**config.mk**
```make
export PLATFORM = sky130hd
export DESIGN_NAME = raster_timing_gen
export DESIGN_NICKNAME = d
export VERILOG_FILES = /design/src/rtl/rtg_pkg.sv /design/src/rtl/rtg_regs.sv /design/src/rtl/rtg_counters.sv /design/src/rtl/rtg_window.sv /design/src/rtl/raster_timing_gen.sv
export SDC_FILE = /design/constraint.sdc
export NUM_CORES = 1
export LEC_CHECK = 0
export BUFFER_PORTS_ARGS = -buffer_cell sky130_fd_sc_hd__buf_4
export CORE_ASPECT_RATIO = 1.25
export CORE_MARGIN = 2
export CORE_UTILIZATION = 50
export CTS_BUF_LIST = sky130_fd_sc_hd__clkbuf_16
export DETAILED_ROUTE_END_ITERATION = 7
export PLACE_DENSITY = 0.67
export SLEW_MARGIN = 20
export SYNTH_ARGS = -nofsm -noshare
export SYNTH_HDL_FRONTEND = slang
export SYNTH_HIERARCHICAL = 1
export SYNTH_SLANG_ARGS = --single-unit
```
**constraint.sdc**
```tcl
create_clock -name clk_i -period 58.6 [get_ports clk_i]
set_input_delay 8.79 -clock clk_i [delete_from_list [all_inputs] [get_ports clk_i]]
set_output_delay 8.79 -clock clk_i [all_outputs]
set_load 0.01 [all_outputs]
```
**src/rtl/rtg_pkg.sv**
```systemverilog
package rtg_pkg;
  localparam int ADDR_W = 4;

  localparam logic [ADDR_W-1:0] ADDR_CTRL  = 4'd0;
  localparam logic [ADDR_W-1:0] ADDR_HMAX  = 4'd1;
  localparam logic [ADDR_W-1:0] ADDR_VACT  = 4'd2;
  localparam logic [ADDR_W-1:0] ADDR_VMAX  = 4'd3;
  localparam int                WIN_BASE   = 4;   // start at base+2i, end at base+2i+1
  localparam logic [ADDR_W-1:0] ADDR_WIDTH = 4'd10;
  localparam logic [ADDR_W-1:0] ADDR_PATH  = 4'd11;
  localparam logic [ADDR_W-1:0] ADDR_MODE  = 4'd12;
  localparam logic [ADDR_W-1:0] ADDR_HBLK  = 4'd13;
  localparam logic [ADDR_W-1:0] ADDR_VBLK  = 4'd14;

  localparam int STOP_BIT  = 3;
  localparam int TAP_LSB   = 4;
  localparam int RVSEL_BIT = 0;

  localparam int NWIN   = 3;
  localparam int WIN_FV = 0;
  localparam int WIN_LV = 1;
  localparam int WIN_RV = 2;
endpackage

```
**src/rtl/rtg_regs.sv**
```systemverilog
module rtg_regs
  import rtg_pkg::*;
#(
  parameter int H_W   = 12,
  parameter int V_W   = 12,
  parameter int DW    = 16,
  parameter int TAP_W = 2
) (
  input  logic                       clk_i,
  input  logic                       rst_ni,
  input  logic                       we_i,
  input  logic [ADDR_W-1:0]          addr_i,
  input  logic [DW-1:0]              wdata_i,
  output logic [DW-1:0]              rdata_o,
  output logic                       run_o,
  output logic                       restart_o,
  output logic [H_W-1:0]             hmax_o,
  output logic [V_W-1:0]             vact_o,
  output logic [V_W-1:0]             vmax_o,
  output logic [NWIN-1:0][H_W-1:0]   win_start_o,
  output logic [NWIN-1:0][H_W-1:0]   win_end_o,
  output logic [H_W-1:0]             act_o,
  output logic                       rv_en_o
);
  localparam int TAPC_W = TAP_W + 1;

  logic                     stop_q;
  logic [H_W-1:0]           hmax_q;
  logic [V_W-1:0]           vact_q, vmax_q;
  logic [NWIN-1:0][H_W-1:0] ws_q, wend_q;
  logic [H_W-1:0]           width_q;
  logic [TAP_W-1:0]         tapf_q;
  logic                     rven_q;

  always_ff @(posedge clk_i or negedge rst_ni) begin
    if (!rst_ni) begin
      stop_q  <= 1'b1;
      hmax_q  <= '0;
      vact_q  <= '0;
      vmax_q  <= '0;
      ws_q    <= '0;
      wend_q  <= '0;
      width_q <= '0;
      tapf_q  <= '0;
      rven_q  <= 1'b0;
    end else if (we_i) begin
      case (addr_i)
        ADDR_CTRL:  stop_q  <= wdata_i[STOP_BIT];
        ADDR_HMAX:  hmax_q  <= wdata_i[H_W-1:0];
        ADDR_VACT:  vact_q  <= wdata_i[V_W-1:0];
        ADDR_VMAX:  vmax_q  <= wdata_i[V_W-1:0];
        ADDR_WIDTH: width_q <= wdata_i[H_W-1:0];
        ADDR_PATH:  tapf_q  <= wdata_i[TAP_LSB +: TAP_W];
        ADDR_MODE:  rven_q  <= wdata_i[RVSEL_BIT];
        default: ;
      endcase
      for (int i = 0; i < NWIN; i++) begin
        if (addr_i == ADDR_W'(WIN_BASE + 2 * i))     ws_q[i]   <= wdata_i[H_W-1:0];
        if (addr_i == ADDR_W'(WIN_BASE + 2 * i + 1)) wend_q[i] <= wdata_i[H_W-1:0];
      end
    end
  end

  // tap count = field + 1, zero guarded to one
  logic [TAPC_W-1:0] taps_raw, taps;
  assign taps_raw = {1'b0, tapf_q} + TAPC_W'(1);
  assign taps     = (taps_raw == '0) ? TAPC_W'(1) : taps_raw;
  assign act_o    = width_q / {{(H_W-TAPC_W){1'b0}}, taps};

  logic [DW-1:0] hblank, vblank;
  assign hblank = DW'(hmax_q) + DW'(1) - DW'(act_o);
  assign vblank = DW'(vmax_q) - DW'(vact_q);

  always_comb begin
    case (addr_i)
      ADDR_CTRL:  rdata_o = DW'(stop_q) << STOP_BIT;
      ADDR_HMAX:  rdata_o = DW'(hmax_q);
      ADDR_VACT:  rdata_o = DW'(vact_q);
      ADDR_VMAX:  rdata_o = DW'(vmax_q);
      ADDR_WIDTH: rdata_o = DW'(width_q);
      ADDR_PATH:  rdata_o = DW'(tapf_q) << TAP_LSB;
      ADDR_MODE:  rdata_o = DW'(rven_q) << RVSEL_BIT;
      ADDR_HBLK:  rdata_o = hblank;
      ADDR_VBLK:  rdata_o = vblank;
      default:    rdata_o = '0;
    endcase
    for (int i = 0; i < NWIN; i++) begin
      if (addr_i == ADDR_W'(WIN_BASE + 2 * i))     rdata_o = DW'(ws_q[i]);
      if (addr_i == ADDR_W'(WIN_BASE + 2 * i + 1)) rdata_o = DW'(wend_q[i]);
    end
  end

  assign run_o       = ~stop_q;
  assign restart_o   = we_i && (addr_i == ADDR_CTRL);
  assign hmax_o      = hmax_q;
  assign vact_o      = vact_q;
  assign vmax_o      = vmax_q;
  assign win_start_o = ws_q;
  assign win_end_o   = wend_q;
  assign rv_en_o     = rven_q;
endmodule

```
**src/rtl/rtg_counters.sv**
```systemverilog
module rtg_counters #(
  parameter int H_W = 12,
  parameter int V_W = 12
) (
  input  logic           clk_i,
  input  logic           rst_ni,
  input  logic           run_i,
  input  logic           restart_i,
  input  logic [H_W-1:0] hmax_i,
  input  logic [V_W-1:0] vmax_i,
  output logic [H_W-1:0] h_o,
  output logic [V_W-1:0] v_o
);
  logic [H_W-1:0] h_q;
  logic [V_W-1:0] v_q;

  always_ff @(posedge clk_i or negedge rst_ni) begin
    if (!rst_ni) begin
      h_q <= '0;
      v_q <= '0;
    end else if (restart_i || !run_i) begin
      h_q <= '0;
      v_q <= '0;
    end else if (h_q >= hmax_i) begin
      h_q <= '0;
      v_q <= (v_q >= vmax_i) ? '0 : v_q + V_W'(1);
    end else begin
      h_q <= h_q + H_W'(1);
    end
  end

  assign h_o = h_q;
  assign v_o = v_q;
endmodule

```
**src/rtl/rtg_window.sv**
```systemverilog
module rtg_window #(
  parameter int H_W = 12
) (
  input  logic [H_W-1:0] h_i,
  input  logic [H_W-1:0] start_i,
  input  logic [H_W-1:0] end_i,
  input  logic [H_W-1:0] act_i,
  output logic           open_o,
  output logic           before_end_o,
  output logic           valid_o,
  output logic           hit_o
);
  logic [H_W:0] end_eff;

  // end of zero means start plus one line of active clocks
  assign end_eff      = (end_i == '0) ? ({1'b0, start_i} + {1'b0, act_i}) : {1'b0, end_i};
  assign open_o       = h_i >= start_i;
  assign before_end_o = {1'b0, h_i} < end_eff;
  assign valid_o      = {1'b0, start_i} < end_eff;
  assign hit_o        = open_o && before_end_o;
endmodule

```
**src/rtl/raster_timing_gen.sv**
```systemverilog
module raster_timing_gen
  import rtg_pkg::*;
#(
  parameter int H_W   = 12,
  parameter int V_W   = 12,
  parameter int DW    = 16,
  parameter int TAP_W = 2
) (
  input  logic              clk_i,
  input  logic              rst_ni,
  input  logic              reg_we_i,
  input  logic [ADDR_W-1:0] reg_addr_i,
  input  logic [DW-1:0]     reg_wdata_i,
  output logic [DW-1:0]     reg_rdata_o,
  output logic [H_W-1:0]    h_cnt_o,
  output logic [V_W-1:0]    v_cnt_o,
  output logic              fval_o,
  output logic              lval_o,
  output logic              rval_o,
  output logic              dval_o
);
  logic                     run, restart, rv_en;
  logic [H_W-1:0]           hmax, act;
  logic [V_W-1:0]           vact, vmax;
  logic [NWIN-1:0][H_W-1:0] win_start, win_end;
  logic [NWIN-1:0]          w_open, w_before, w_valid, w_hit;

  rtg_regs #(.H_W(H_W), .V_W(V_W), .DW(DW), .TAP_W(TAP_W)) i_regs (
    .clk_i       (clk_i),
    .rst_ni      (rst_ni),
    .we_i        (reg_we_i),
    .addr_i      (reg_addr_i),
    .wdata_i     (reg_wdata_i),
    .rdata_o     (reg_rdata_o),
    .run_o       (run),
    .restart_o   (restart),
    .hmax_o      (hmax),
    .vact_o      (vact),
    .vmax_o      (vmax),
    .win_start_o (win_start),
    .win_end_o   (win_end),
    .act_o       (act),
    .rv_en_o     (rv_en)
  );

  rtg_counters #(.H_W(H_W), .V_W(V_W)) i_counters (
    .clk_i     (clk_i),
    .rst_ni    (rst_ni),
    .run_i     (run),
    .restart_i (restart),
    .hmax_i    (hmax),
    .vmax_i    (vmax),
    .h_o       (h_cnt_o),
    .v_o       (v_cnt_o)
  );

  for (genvar g = 0; g < NWIN; g++) begin : g_win
    rtg_window #(.H_W(H_W)) i_win (
      .h_i          (h_cnt_o),
      .start_i      (win_start[g]),
      .end_i        (win_end[g]),
      .act_i        (act),
      .open_o       (w_open[g]),
      .before_end_o (w_before[g]),
      .valid_o      (w_valid[g]),
      .hit_o        (w_hit[g])
    );
  end

  logic line_act;
  assign line_act = v_cnt_o <= vact;
  assign lval_o   = run && line_act && w_hit[WIN_LV];
  assign rval_o   = run && line_act && w_hit[WIN_RV];
  assign dval_o   = rv_en ? rval_o : lval_o;

  // frame strobe: rises on line 0, falls on the last active line
  always_comb begin
    fval_o = 1'b0;
    if (run && w_valid[WIN_FV]) begin
      if (vact == '0)         fval_o = (v_cnt_o == '0) && w_hit[WIN_FV];
      else if (v_cnt_o == '0) fval_o = w_open[WIN_FV];
      else if (v_cnt_o < vact) fval_o = 1'b1;
      else if (v_cnt_o == vact) fval_o = w_before[WIN_FV];
    end
  end
endmodule

```
**After elaboration in Yosys (flattened, before gate mapping)**

Index checks and enable logic that the tools add are counted.

- $add $sub $neg: 9
- $mul: 0
- Div/mod/pow operators: 1
- Order comparisons: 11
- Equality and inequality tests: 15
- Shifts and indexed selects: 0
- Multiplexer cells: 22
- Bitwise logic cells: 1
- Reduce and logical (&&, ||, !) cells: 31

Operators with widths:

| operator | number |
|---|---|
| 16-bit case mux with 9 select lines | 1 |
| 16-bit two-way mux | 6 |
| 12-bit >= comparator | 5 |
| 12-bit logical NOT | 5 |
| 12-bit two-way mux | 5 |
| 12-bit by 13-bit < comparator with 1-bit output | 4 |
| 12-bit by 12-bit adder with 13-bit output | 3 |
| 13-bit two-way mux | 3 |
| 4-bit equality test, second input constant | 7 |
| 2-bit AND reduction | 13 |
| 12-bit by 1-bit adder with 12-bit output, second input constant | 2 |
| 4-bit by 3-bit equality test with 1-bit output, second input constant | 4 |
| 16-bit by 12-bit subtractor with 16-bit output | 1 |
| 12-bit by 1-bit adder with 13-bit output, second input constant | 1 |
| 12-bit by 12-bit subtractor with 13-bit output | 1 |
| 12-bit by 3-bit divider with 12-bit output | 1 |
| 12-bit equality test | 1 |
| 12-bit <= comparator | 1 |
| 12-bit < comparator | 1 |
| 1-bit logical AND | 9 |
| 4-bit by 2-bit equality test with 1-bit output, second input constant | 2 |
| 1-bit two-way mux | 6 |
| 4-bit by 1-bit equality test with 1-bit output, second input constant | 1 |
| 4-bit logical NOT | 1 |
| 6 further kinds | 6 |

- Register bits: 148
- Bits in latches: 0
- Bits in writable memories: 0
- Memory bits (read-only): 0
- Output and inout port bits: 44
- Memories kept: 0

**Longest topological paths before layout**

Gate-level depths: netlist of the first run.

- Depth in word-level cells: 12
- Depth in mapped cells: 107
- Mapped depth without buffers: 107

**Hierarchy**

Netlist of the first run, hierarchy kept.

Modules (own cells, without submodules):

| module | instances | cells an instance | area an instance (µm²) | sequential area each (µm²) |
|---|---|---|---|---|
| rtg_regs | 1 | 963 | 9,524.1 | 3,104.2 |
| rtg_window (g_win[1].i_win ...) | 2 | 187 | 1,370.1 | 0.0 |
| rtg_counters | 1 | 197 | 1,791.7 | 600.6 |
| rtg_window (g_win[0].i_win) | 1 | 186 | 1,428.9 | 0.0 |
| raster_timing_gen | 1 | 66 | 449.2 | 0.0 |

**Worst setup path after synthesis of the first run**

Ideal clock, no wire load.

- Kind: flip-flop to output port
- From: reg i_regs.tapf_q[0]
- To: out fval_o
- Arrival time: 18.848 ns
- Required time: 49.810 ns
- Path slack: 30.962 ns
- Cell stages (with the launch flop): 101
- Path buffers: 0
- Cells stage by stage: dfrtp_1 > ha_1 > nor3b_1 > nand4_1 > and3_1 > ha_1 > o21a_1 > o21a_1 > inv_1 > o31ai_1 > ha_1 > a21oi_1 > nand2_1 > inv_1 > a21o_1 > ha_1 > a21oi_1 > nand2_1 > (+65 left out) > ha_1 > inv_1 > fa_1 > nor2b_1 > o31a_1 > o21ai_1 > a21boi_1 > o21a_1 > or3_1 > a31oi_1 > ha_1 > a21o_2 > o41a_1 > maj3_2 > o21ai_2 > nand2_1 > o32a_1 > o31ai_1

- Elaborated cells on any way between the ends: 16
- Classes of those cells: 2 x add/sub; 1 x div; 2 x order compare; 7 x mux; 4 x reduce/logical

RTL lines:

| item | line | RTL |
|---|---|---|
| start: declaration | rtg_regs.sv:32 | `logic [TAP_W-1:0] tapf_q;` |
| start signal: assignment | rtg_regs.sv:53 | `ADDR_PATH: tapf_q <= wdata_i[TAP_LSB +: TAP_W];` |
| 2-bit by 1-bit adder with 3-bit output * | rtg_regs.sv:66 | `assign taps_raw = {1'b0, tapf_q} + TAPC_W'(1);` |
| 3-bit logical NOT | rtg_regs.sv:67 | `assign taps = (taps_raw == '0) ? TAPC_W'(1) : taps_raw;` |
| 3-bit two-way mux * | rtg_regs.sv:67 |  |
| 12-bit by 3-bit divider with 12-bit output * | rtg_regs.sv:68 | `assign act_o = width_q / {{(H_W-TAPC_W){1'b0}}, taps};` |
| net act[10] | raster_timing_gen.sv:23 | `logic [H_W-1:0] hmax, act;` |
| 12-bit by 12-bit adder with 13-bit output * | rtg_window.sv:16 | `assign end_eff = (end_i == '0) ? ({1'b0, start_i} + {1'b0, act_i}) : {1'b0, end_i};` |
| 13-bit two-way mux * | rtg_window.sv:16 |  |
| 12-bit by 13-bit < comparator with 1-bit output * | rtg_window.sv:19 | `assign valid_o = {1'b0, start_i} < end_eff;` |
| net w_valid[0] | raster_timing_gen.sv:26 | `logic [NWIN-1:0] w_open, w_before, w_valid, w_hit;` |
| 1-bit logical AND * | raster_timing_gen.sv:79 | `if (run && w_valid[WIN_FV]) begin` |
| 1-bit two-way mux * | raster_timing_gen.sv:79 |  |
| end: declaration | raster_timing_gen.sv:17 | `output logic fval_o,` |

Mark *: on every way through the listed nets, which the timed path passes. The rest lies on a longest branch.

**Worst setup path in the final report of the first run**

Ends and elaborated chain as after synthesis.

==> summary.txt, run 1 <==
CTS
  • TritonCTS clock tree: done
  • CTS buffer count: 17
  • H-tree Lvls: 4
  • Post-CTS Setup Inserts: 0
  • CTS clk-pin slew, worst paths: 0.06 ns
  • Clock sink total: 148
  • Root Driver: clkbuf_16
  • Post-CTS Resized: 0
  • CTS Buffer Depth: 2
  • Worst-Skew Late Latency: 0.46 ns
  • Post-cts hold buffer count: 0

Placed design
  • PortBufs: 62
  • Detailed placement HPWL: 37,300 um
  • Worst slack, placed: 25.05 ns
  • Placer Congestion: 0.974
  • DP Area: 16,300 um2

Floorplanning
  • I/O pin cnt: 67
  • Die area: 32,300 um2
  • Die Width: 161 um
  • Die height: 201 um
  • FP Rows: 71
  • Starting Density: 51.0%
  • Core area: 30,300 um2

Routing
  • Starting DRT DRC Count: 1,188
  • DRT Pass-1 Iters: 5
  • Vias per cell: 6.42
  • Vias: 13,900
  • Routed len/inst: 23.0 um
  • Remaining antenna violation count: 0
  • Residual DRC: 0
  • Routed WL: 49,900 um

Timing
  • Max-slew violation count: 0
  • Max transition margin: 33.0%
  • Fmax: 0.0291 GHz
  • Final setup vio count: 0
  • Final hold violations: 0
  • Hold slack: 0.573 ns
  • Shortest period the worst path allows: 34.38 ns
  • RSZ-0062 raised after global routing: no
  • Period utilization: 58.7%
  • Worst setup margin: 24.22 ns
  • Skew final: 0.00538 ns
  • Post-route setup TNS: 0 ns
  • Worst-margin pin slew: 1.00 ns

Min path
  • Hold Path Depth: 1
  • Hold Crit Class: register to register

Setup path
  • CP dominant cell by count: ha_1
  • Reg2Reg Depth: 8
  • Crit path kind: register to primary output
  • Crit path largest cell delay: 0.78 ns
  • Critical path data arrival time: 25.59 ns
  • Crit path launch type: register
  • Critical Path End Type: primary output
  • Slowest cell on the critical path: dfrtp_1
  • Critical-path maximum fanout: 15
  • CP Data Required Time: 49.81 ns

Finish
  • Share of cells above drive strength 1: 17.5%
  • Nets: 2,006
  • Layout area overhead: 9.20%
  • Final Cell Area: 16,900 um2
  • Most frequent cells in the layout: 221 x ha_1, 147 x dfrtp_1, 143 x inv_1
  • N_diodes: 0
  • Fill cells: 2,727
  • Commonest non-fill, non-tap cell in the layout: ha_1

GRT
  • Largest net degree at the start of global routing: 77
  • Initial antenna violation count: 1
  • First-pass GRT wire length: 77,900 um
  • Gr ovfl total: 0
  • Gr usage total: 31.0%
  • Vias in the first global route: 13,600

Yosys
  • Syn avg cell area: 8.97 um2
  • Yosys Warn Count: 6
  • Syn Nets: 1,972
  • Synth Cell Area: 15,400 um2
  • Synth Instances: 1,722

Job
  • Max-Cap Viols: 0

Status
  • Status: finished, final reports clean
==> final cells by class <==
cell class                 instances  area, um2  area share [%]
inverter                         146        558            3.31
tap                              401        502            2.97
multi-input combinational       1368      10900            64.8
sequential                       148       3700            22.0
timing repair buffer              75        571            3.38
clock buffer                      17        425            2.52
clock inverter                    15        170            1.01
==> metrics by stage <==
step | utilization, % | cells
2_1_floorplan | - | 1722
3_3_place_gp | 53.7 | 2138
3_5_place_dp | 53.7 | 2138
4_1_cts | 55.7 | 2170
5_1_grt | 55.7 | 2170
6_report | 55.7 | 2170
==> worst max-delay path, delay by kind of cell, from the launching register on <==
kind            cells  cell delay [ns]
compound gates     42             9.58
fa+ha+maj          16             4.97
buf+inv             8             1.37
flops               1             0.78
mux                 6             1.59
simple gates       32             6.85
==> routing by layer <==
layer | GRT usage (%) | routed length, um | part of all wire, % | up-vias
met5 | 0 | 0 | 0 | -
met4 | 14.4 | 2440 | 4.9 | 0
met3 | 5.04 | 3130 | 6.3 | 111
met2 | 50.6 | 23300 | 47 | 504
met1 | 40.2 | 21000 | 42 | 6833
li1 | - | - | - | 6482
==> final timing paths <==
path / slack, ns / startpoint / endpoint
worst max-delay path: 24.22 / i_regs/tapf_q[0]$_DFFE_PN0P_ / fval_o
worst min-delay path: 0.57 / i_regs/win_end_o[0]$_DFFE_PN0P_ / i_regs/win_end_o[0]$_DFFE_PN0P_
worst max register to register: 55.85 / i_counters/h_o[2]$_DFF_PN0_ / i_counters/v_o[4]$_DFFE_PN0P_
worst min register to register: 0.57 / i_regs/win_end_o[0]$_DFFE_PN0P_ / i_regs/win_end_o[0]$_DFFE_PN0P_
max in group asynchronous: 49.06 / rst_ni / i_regs/win_start_o[18]$_DFFE_PN0P_
min in group asynchronous: 8.34 / rst_ni / i_counters/h_o[0]$_DFF_PN0_
==> flip-flops by register name, summed over array words and instances, names as in the netlist <==
name,flops
i_regs/vact_o,12
i_regs/hmax_o,12
i_counters/v_o,12
i_counters/h_o,12
i_regs/rv_en_o,1
i_regs/win_end_o,36
i_regs/width_q,12
i_regs/stop_q,1
i_regs/win_start_o,36
i_regs/tapf_q,2
i_regs/vmax_o,12
Power of run 1 is not shown: default switching activity piles up to over one toggle a cycle in this logic, so the estimate is an artifact.
==> inputs of run 2 (changes only) <==
==> constraint.sdc (replaced) <==
create_clock -name clk_i -period 32 [get_ports clk_i]
set_input_delay 4.8 -clock clk_i [delete_from_list [all_inputs] [get_ports clk_i]]
set_output_delay 4.8 -clock clk_i [all_outputs]
set_load 0.01 [all_outputs]
==> summary.txt, run 2 (synthesis gave the netlist of run 1 again) <==
CTS
  • Clock sink total: 148 (unchanged)
  • Post-CTS Resized: 0 (unchanged)
  • Post-cts hold buffer count: 0 (unchanged)
  • Post-CTS Setup Inserts: 0 (unchanged)
  • H-tree Lvls: 4 (unchanged)
  • CTS clk-pin slew, worst paths: 0.06 ns (about the same)
  • TritonCTS clock tree: done
  • Root Driver: clkbuf_16
  • CTS Buffer Depth: 2 (unchanged)
  • Worst-Skew Late Latency: 0.45 ns (about the same)
  • CTS buffer count: 17 (unchanged)

Timing
  • Max transition margin: 34.5% (+1.5 points)
  • Post-route setup TNS: 0 ns (unchanged)
  • Skew final: 0.00541 ns (+0.0000352 ns)
  • Worst-margin pin slew: 0.979 ns (-0.0217 ns)
  • Hold slack: 0.518 ns (-0.0553 ns)
  • Shortest period the worst path allows: 29.79 ns
  • RSZ-0062 raised after global routing: no
  • Fmax: 0.0336 GHz
  • Final setup vio count: 0 (unchanged)
  • Max-slew violation count: 0 (unchanged)
  • Period utilization: 93.1%
  • Final hold violations: 0 (unchanged)

Setup path
  • Critical path data arrival time: 24.99 ns (-0.60 ns)
  • Crit path kind: register to primary output
  • Critical-path maximum fanout: 15 (unchanged)
  • Slowest cell on the critical path: dfrtp_2
  • Crit path launch type: register
  • CP dominant cell by count: ha_1
  • Crit path largest cell delay: 0.58 ns (-0.20 ns)
  • Reg2Reg Depth: 7 (-1)
  • Worst R2R Start: i_counters/h_o[7]$_DFF_PN0_
  • Critical Path End Type: primary output
  • CP Data Required Time: 27.20 ns (-22.61 ns)
  • R2r setup slk: 28.96 ns (-26.89 ns)
  • RR Endpoint: i_counters/v_o[5]$_DFFE_PN0P_

Floorplanning
  • Die height: 201 um (unchanged)
  • Die Width: 161 um (unchanged)
  • Starting Density: 51.0% (unchanged)
  • FP Rows: 71 (unchanged)
  • Core area: 30,300 um2 (unchanged)
  • Die area: 32,300 um2 (unchanged)
  • I/O pin cnt: 67 (unchanged)

Routing
  • DRT Pass-1 Iters: 6 (+1)
  • Residual DRC: 0 (unchanged)
  • Starting DRT DRC Count: 1,102 (-7.2%)
  • Routed len/inst: 23.3 um (+1.2%)
  • Vias per cell: 6.46 (+0.64%)
  • Routed WL: 50,500 um (+1.2%)
  • Remaining antenna violation count: 0 (unchanged)
  • Vias: 14,000 (+0.59%)

Finish
  • Multi-input logic area: 10,900 um2 (about the same)
  • Nets: 2,004 (-0.10%)
  • Fin util: 55.6% (-0.058 points)
  • Fill cells: 2,742 (+0.55%)
  • Share of cells above drive strength 1: 17.4% (-0.037 points)
  • FF/Latch Area: 3710 um2 (about the same)
  • Most frequent cells in the layout: 221 x ha_1, 146 x dfrtp_1, 143 x inv_1
  • Final Cell Area: 16,800 um2 (-0.10%)
  • Commonest non-fill, non-tap cell in the layout: ha_1
  • Layout area overhead: 9.09%

Placed design
  • DP Area: 16,200 um2 (about the same)
  • PortBufs: 62 (unchanged)
  • Placer Congestion: 0.966 (-0.82%)
  • Detailed placement HPWL: 37,400 um (+0.40%)

GRT
  • Gr usage total: 31.6% (+0.59 points)
  • Gr ovfl total: 0 (unchanged)
  • Largest net degree at the start of global routing: 77 (unchanged)
  • Vias in the first global route: 13,600 (+0.066%)
  • Initial antenna violation count: 0 (-1)
  • First-pass GRT wire length: 78,800 um (+1.2%)

Min path
  • Hold Path Depth: 1 (unchanged)
  • Hold EP: i_counters/h_o[0]$_DFF_PN0_
  • Hold path start: i_counters/h_o[0]$_DFF_PN0_
  • Hold Crit Class: register to register

Status
  • Status: finished, final reports clean

Job
  • Max-Cap Viols: 0 (unchanged)
## run 2: changes by cell type in the layout (fill, tap and decap cells not counted), sizes merged
cell | before | now
clkinvlp | 0 | 2
diode | 0 | 1
buf | 75 | 73
clkinv | 8 | 10
inv | 151 | 147
## run 2: how the worst max path moves through the flow
| stage | from | end | slack [ns] | cells past startpoint |
|---|---|---|---|---|
| 3_3_place_gp | i_regs/tapf_q[0]$_DFFE_PN0P_ | fval_o | 2.88 | 104 |
| 2_1_floorplan | i_regs/tapf_q[0]$_DFFE_PN0P_ | fval_o | 8.35 | 100 |
| 6_report | i_regs/tapf_q[0]$_DFFE_PN0P_ | fval_o | 2.21 | 106 |
| 3_5_place_dp | i_regs/tapf_q[0]$_DFFE_PN0P_ | fval_o | 2.38 | 106 |
| 4_1_cts | i_regs/tapf_q[0]$_DFFE_PN0P_ | fval_o | 1.79 | 106 |
| 5_1_grt | i_regs/tapf_q[0]$_DFFE_PN0P_ | fval_o | 0.22 | 107 |
## run 2: cell type report
| cell class | instances | area share, % |
|---|---|---|
| multi-input cells | 1368 | 65.0 |
| flip-flops and latches | 148 | 22.0 |
| inverters | 146 | 3.31 |
| repair buffers | 73 | 3.27 |
| well taps | 401 | 2.98 |
| clock buffers | 17 | 2.52 |
| clock inverters | 15 | 0.936 |
| diodes | 1 | 0.0149 |
## run 2: per-layer routing
layer	track usage, %	part of all wire [%]
met4	14.6	4.5
met1	39.9	42
met2	52.1	47
met5	0	0
met3	6.10	6.5
## run 2: critical path: cells and delay by family (launching register included)
family / cells / cell delay [ns]
simple gates: 31 / 6.69
fa+ha+maj: 15 / 4.47
compound gates: 45 / 9.77
mux: 6 / 1.56
flops: 1 / 0.58
buf+inv: 9 / 1.43
## run 2: metrics by stage
step                std cells  worst slack [ns]
CTS                      2168              1.79
finish                   2169              2.21
detailed placement       2136              2.38
global route             2168             0.224
global placement         2136              2.88
floorplan                1722              8.35
Power of run 2 is left out for the same reason.
==> inputs of run 3 (changes only) <==
--- a/config.mk
+++ b/config.mk
@@ -8,10 +8,9 @@
 export BUFFER_PORTS_ARGS = -buffer_cell sky130_fd_sc_hd__buf_4
 export CORE_ASPECT_RATIO = 1.25
 export CORE_MARGIN = 2
-export CORE_UTILIZATION = 50
+export CORE_UTILIZATION = 40
 export CTS_BUF_LIST = sky130_fd_sc_hd__clkbuf_16
 export DETAILED_ROUTE_END_ITERATION = 7
-export PLACE_DENSITY = 0.67
 export SLEW_MARGIN = 20
 export SYNTH_ARGS = -nofsm -noshare
 export SYNTH_HDL_FRONTEND = slang
==> constraint.sdc (replaced) <==
create_clock -name clk_i -period 30.9 [get_ports clk_i]
set_input_delay 4.635 -clock clk_i [delete_from_list [all_inputs] [get_ports clk_i]]
set_output_delay 4.635 -clock clk_i [all_outputs]
set_load 0.01 [all_outputs]
==> summary.txt, run 3 (synthesis gave the netlist of run 1 again) <==
CTS
  • Worst-Skew Late Latency: 0.46 ns (about the same)
  • Post-cts hold buffer count: 0 (unchanged)
  • TritonCTS clock tree: done
  • CTS clk-pin slew, worst paths: 0.06 ns (about the same)
  • CTS Buffer Depth: 2 (unchanged)
  • Clock sink total: 148 (unchanged)
  • Root Driver: clkbuf_16
  • H-tree Lvls: 4 (unchanged)
  • CTS buffer count: 17 (unchanged)

Routing
  • Routed len/inst: 22.9 um (-1.7%)
  • Routed WL: 51,800 um (+2.6%)
  • Vias: 13,800 (-1.2%)
  • DRT Pass-1 Iters: 5 (-1)
  • Starting DRT DRC Count: 1,037 (-5.9%)
  • Vias per cell: 6.12 (-5.3%)
  • Remaining antenna violation count: 0 (unchanged)
  • Residual DRC: 0 (unchanged)

GRT
  • First-pass GRT wire length: 78,200 um (-0.76%)
  • Vias in the first global route: 13,400 (-2.0%)
  • Initial antenna violation count: 0 (unchanged)
  • GR Util met3: 3.56% (-2.5 points)
  • Grt peak-use layer: met2
  • GR met1 Demand/Resource: 31.1% (-8.8 points)
  • Gr usage total: 25.4% (-6.2 points)
  • Largest net degree at the start of global routing: 80 (+3.9%)
  • Met2 GRT Util: 43.1% (-9.0 points)
  • Gr ovfl total: 0 (unchanged)

Setup path
  • Worst path top cell family by delay: compound AO/OA/AOI/OAI gates
  • Worst Path Buf+Inv: 8 (-1)
  • CP Data Required Time: 26.27 ns (-0.93 ns)
  • Crit path kind: register to primary output
  • Critical path data arrival time: 24.36 ns (-0.63 ns)
  • Crit path largest cell delay: 0.58 ns (about the same)
  • CP dominant cell by count: ha_1
  • Crit path launch type: register
  • Slowest cell on the critical path: dfrtp_2
  • Critical Path End Type: primary output
  • Critical-path maximum fanout: 15 (unchanged)

Floorplanning
  • Die height: 224 um (+12%)
  • Die area: 40,200 um2 (+24%)
  • Starting Density: 40.5% (-10 points)
  • Die Width: 180 um (+12%)
  • Core area: 38,100 um2 (+26%)
  • I/O pin cnt: 67 (unchanged)
  • FP Rows: 80 (+13%)

Placed design
  • Placer Congestion: 0.957 (-0.89%)
  • Detailed placement HPWL: 38,800 um (+3.6%)
  • PortBufs: 62 (unchanged)

Timing
  • Worst-margin pin slew: 0.964 ns (-0.0147 ns)
  • Post-route setup TNS: 0 ns (unchanged)
  • RSZ-0062 raised after global routing: no
  • Skew final: 0.00901 ns (+0.00359 ns)
  • Final setup vio count: 0 (unchanged)
  • Final hold violations: 0 (unchanged)
  • Fmax: 0.0345 GHz
  • Period utilization: 93.8%
  • Max transition margin: 35.5% (+0.98 points)
  • Max-slew violation count: 0 (unchanged)
  • Shortest period the worst path allows: 28.99 ns

Finish
  • Fin util: 44.6% (-11 points)
  • Share of cells above drive strength 1: 17.5% (+0.083 points)
  • Layout area overhead: 10.1%
  • Nets: 2,007 (+0.15%)
  • Most frequent cells in the layout: 221 x ha_1, 146 x dfrtp_1, 144 x inv_1
  • Commonest non-fill, non-tap cell in the layout: ha_1

Min path
  • Hold Crit Class: register to register

Job
  • Max-Cap Viols: 0 (unchanged)

Status
  • Status: finished, final reports clean
[run 3: cell count changes in the layout (fill, tap and decap cells not counted), sizes merged]
cell | before | now
buf | 73 | 76
bufinv | 2 | 3
clkinv | 10 | 9
clkinvlp | 2 | 3
inv | 147 | 146
[run 3: routing by layer]
layer	routed length [um]	up-vias
met5	0	-
met4	2690	0
met3	2440	119
met2	24800	380
met1	21800	6846
li1	-	6494
[run 3: worst paths after layout]
kind,from,to,slack [ns],cells past startpoint
max reg2reg,i_counters/h_o[7]$_DFF_PN0_,i_counters/v_o[4]$_DFFE_PN0P_,27.83,7
min,i_regs/win_end_o[24]$_DFFE_PN0P_,i_regs/win_end_o[24]$_DFFE_PN0P_,0.58,1
max in group asynchronous,rst_ni,i_regs/tapf_q[0]$_DFFE_PN0P_,25.48,2
min in group asynchronous,rst_ni,i_counters/v_o[1]$_DFFE_PN0P_,4.19,1
max,i_regs/tapf_q[0]$_DFFE_PN0P_,fval_o,1.91,103
min reg2reg,i_regs/win_end_o[24]$_DFFE_PN0P_,i_regs/win_end_o[24]$_DFFE_PN0P_,0.58,1
[run 3: metrics by stage]
| step | cell area [um2] | hold WS [ns] | worst slack [ns] | std cells |
|---|---|---|---|---|
| 3_3_place_gp | 16400 | 0.548 | 1.94 | 2230 |
| 3_5_place_dp | 16400 | 0.556 | 1.66 | 2230 |
| 6_report | 17000 | 0.576 | 1.91 | 2263 |
| 5_1_grt | 17000 | 0.589 | 0.151 | 2262 |
| 2_1_floorplan | 15400 | 0.517 | 7.42 | 1722 |
| 4_1_cts | 17000 | 0.570 | 1.09 | 2262 |
[run 3: final cells by class]
| class | instances | area [um2] |
|---|---|---|
| diodes | 1 | 2.50 |
| clock buffers | 17 | 425 |
| clock inverters | 15 | 164 |
| fillers | 3696 | 21100 |
| inverters | 146 | 558 |
| multi-input cells | 1368 | 11000 |
| flip-flops and latches | 148 | 3710 |
| well taps | 492 | 616 |
| repair buffers | 76 | 578 |
[run 3: timing repair]
item | 4_1_cts | 5_1_grt
setup endpoints to repair | 0 | 4
gates resized for setup | 0 | 5
setup buffers | 0 | 0
Power of run 3 is left out for the same reason.
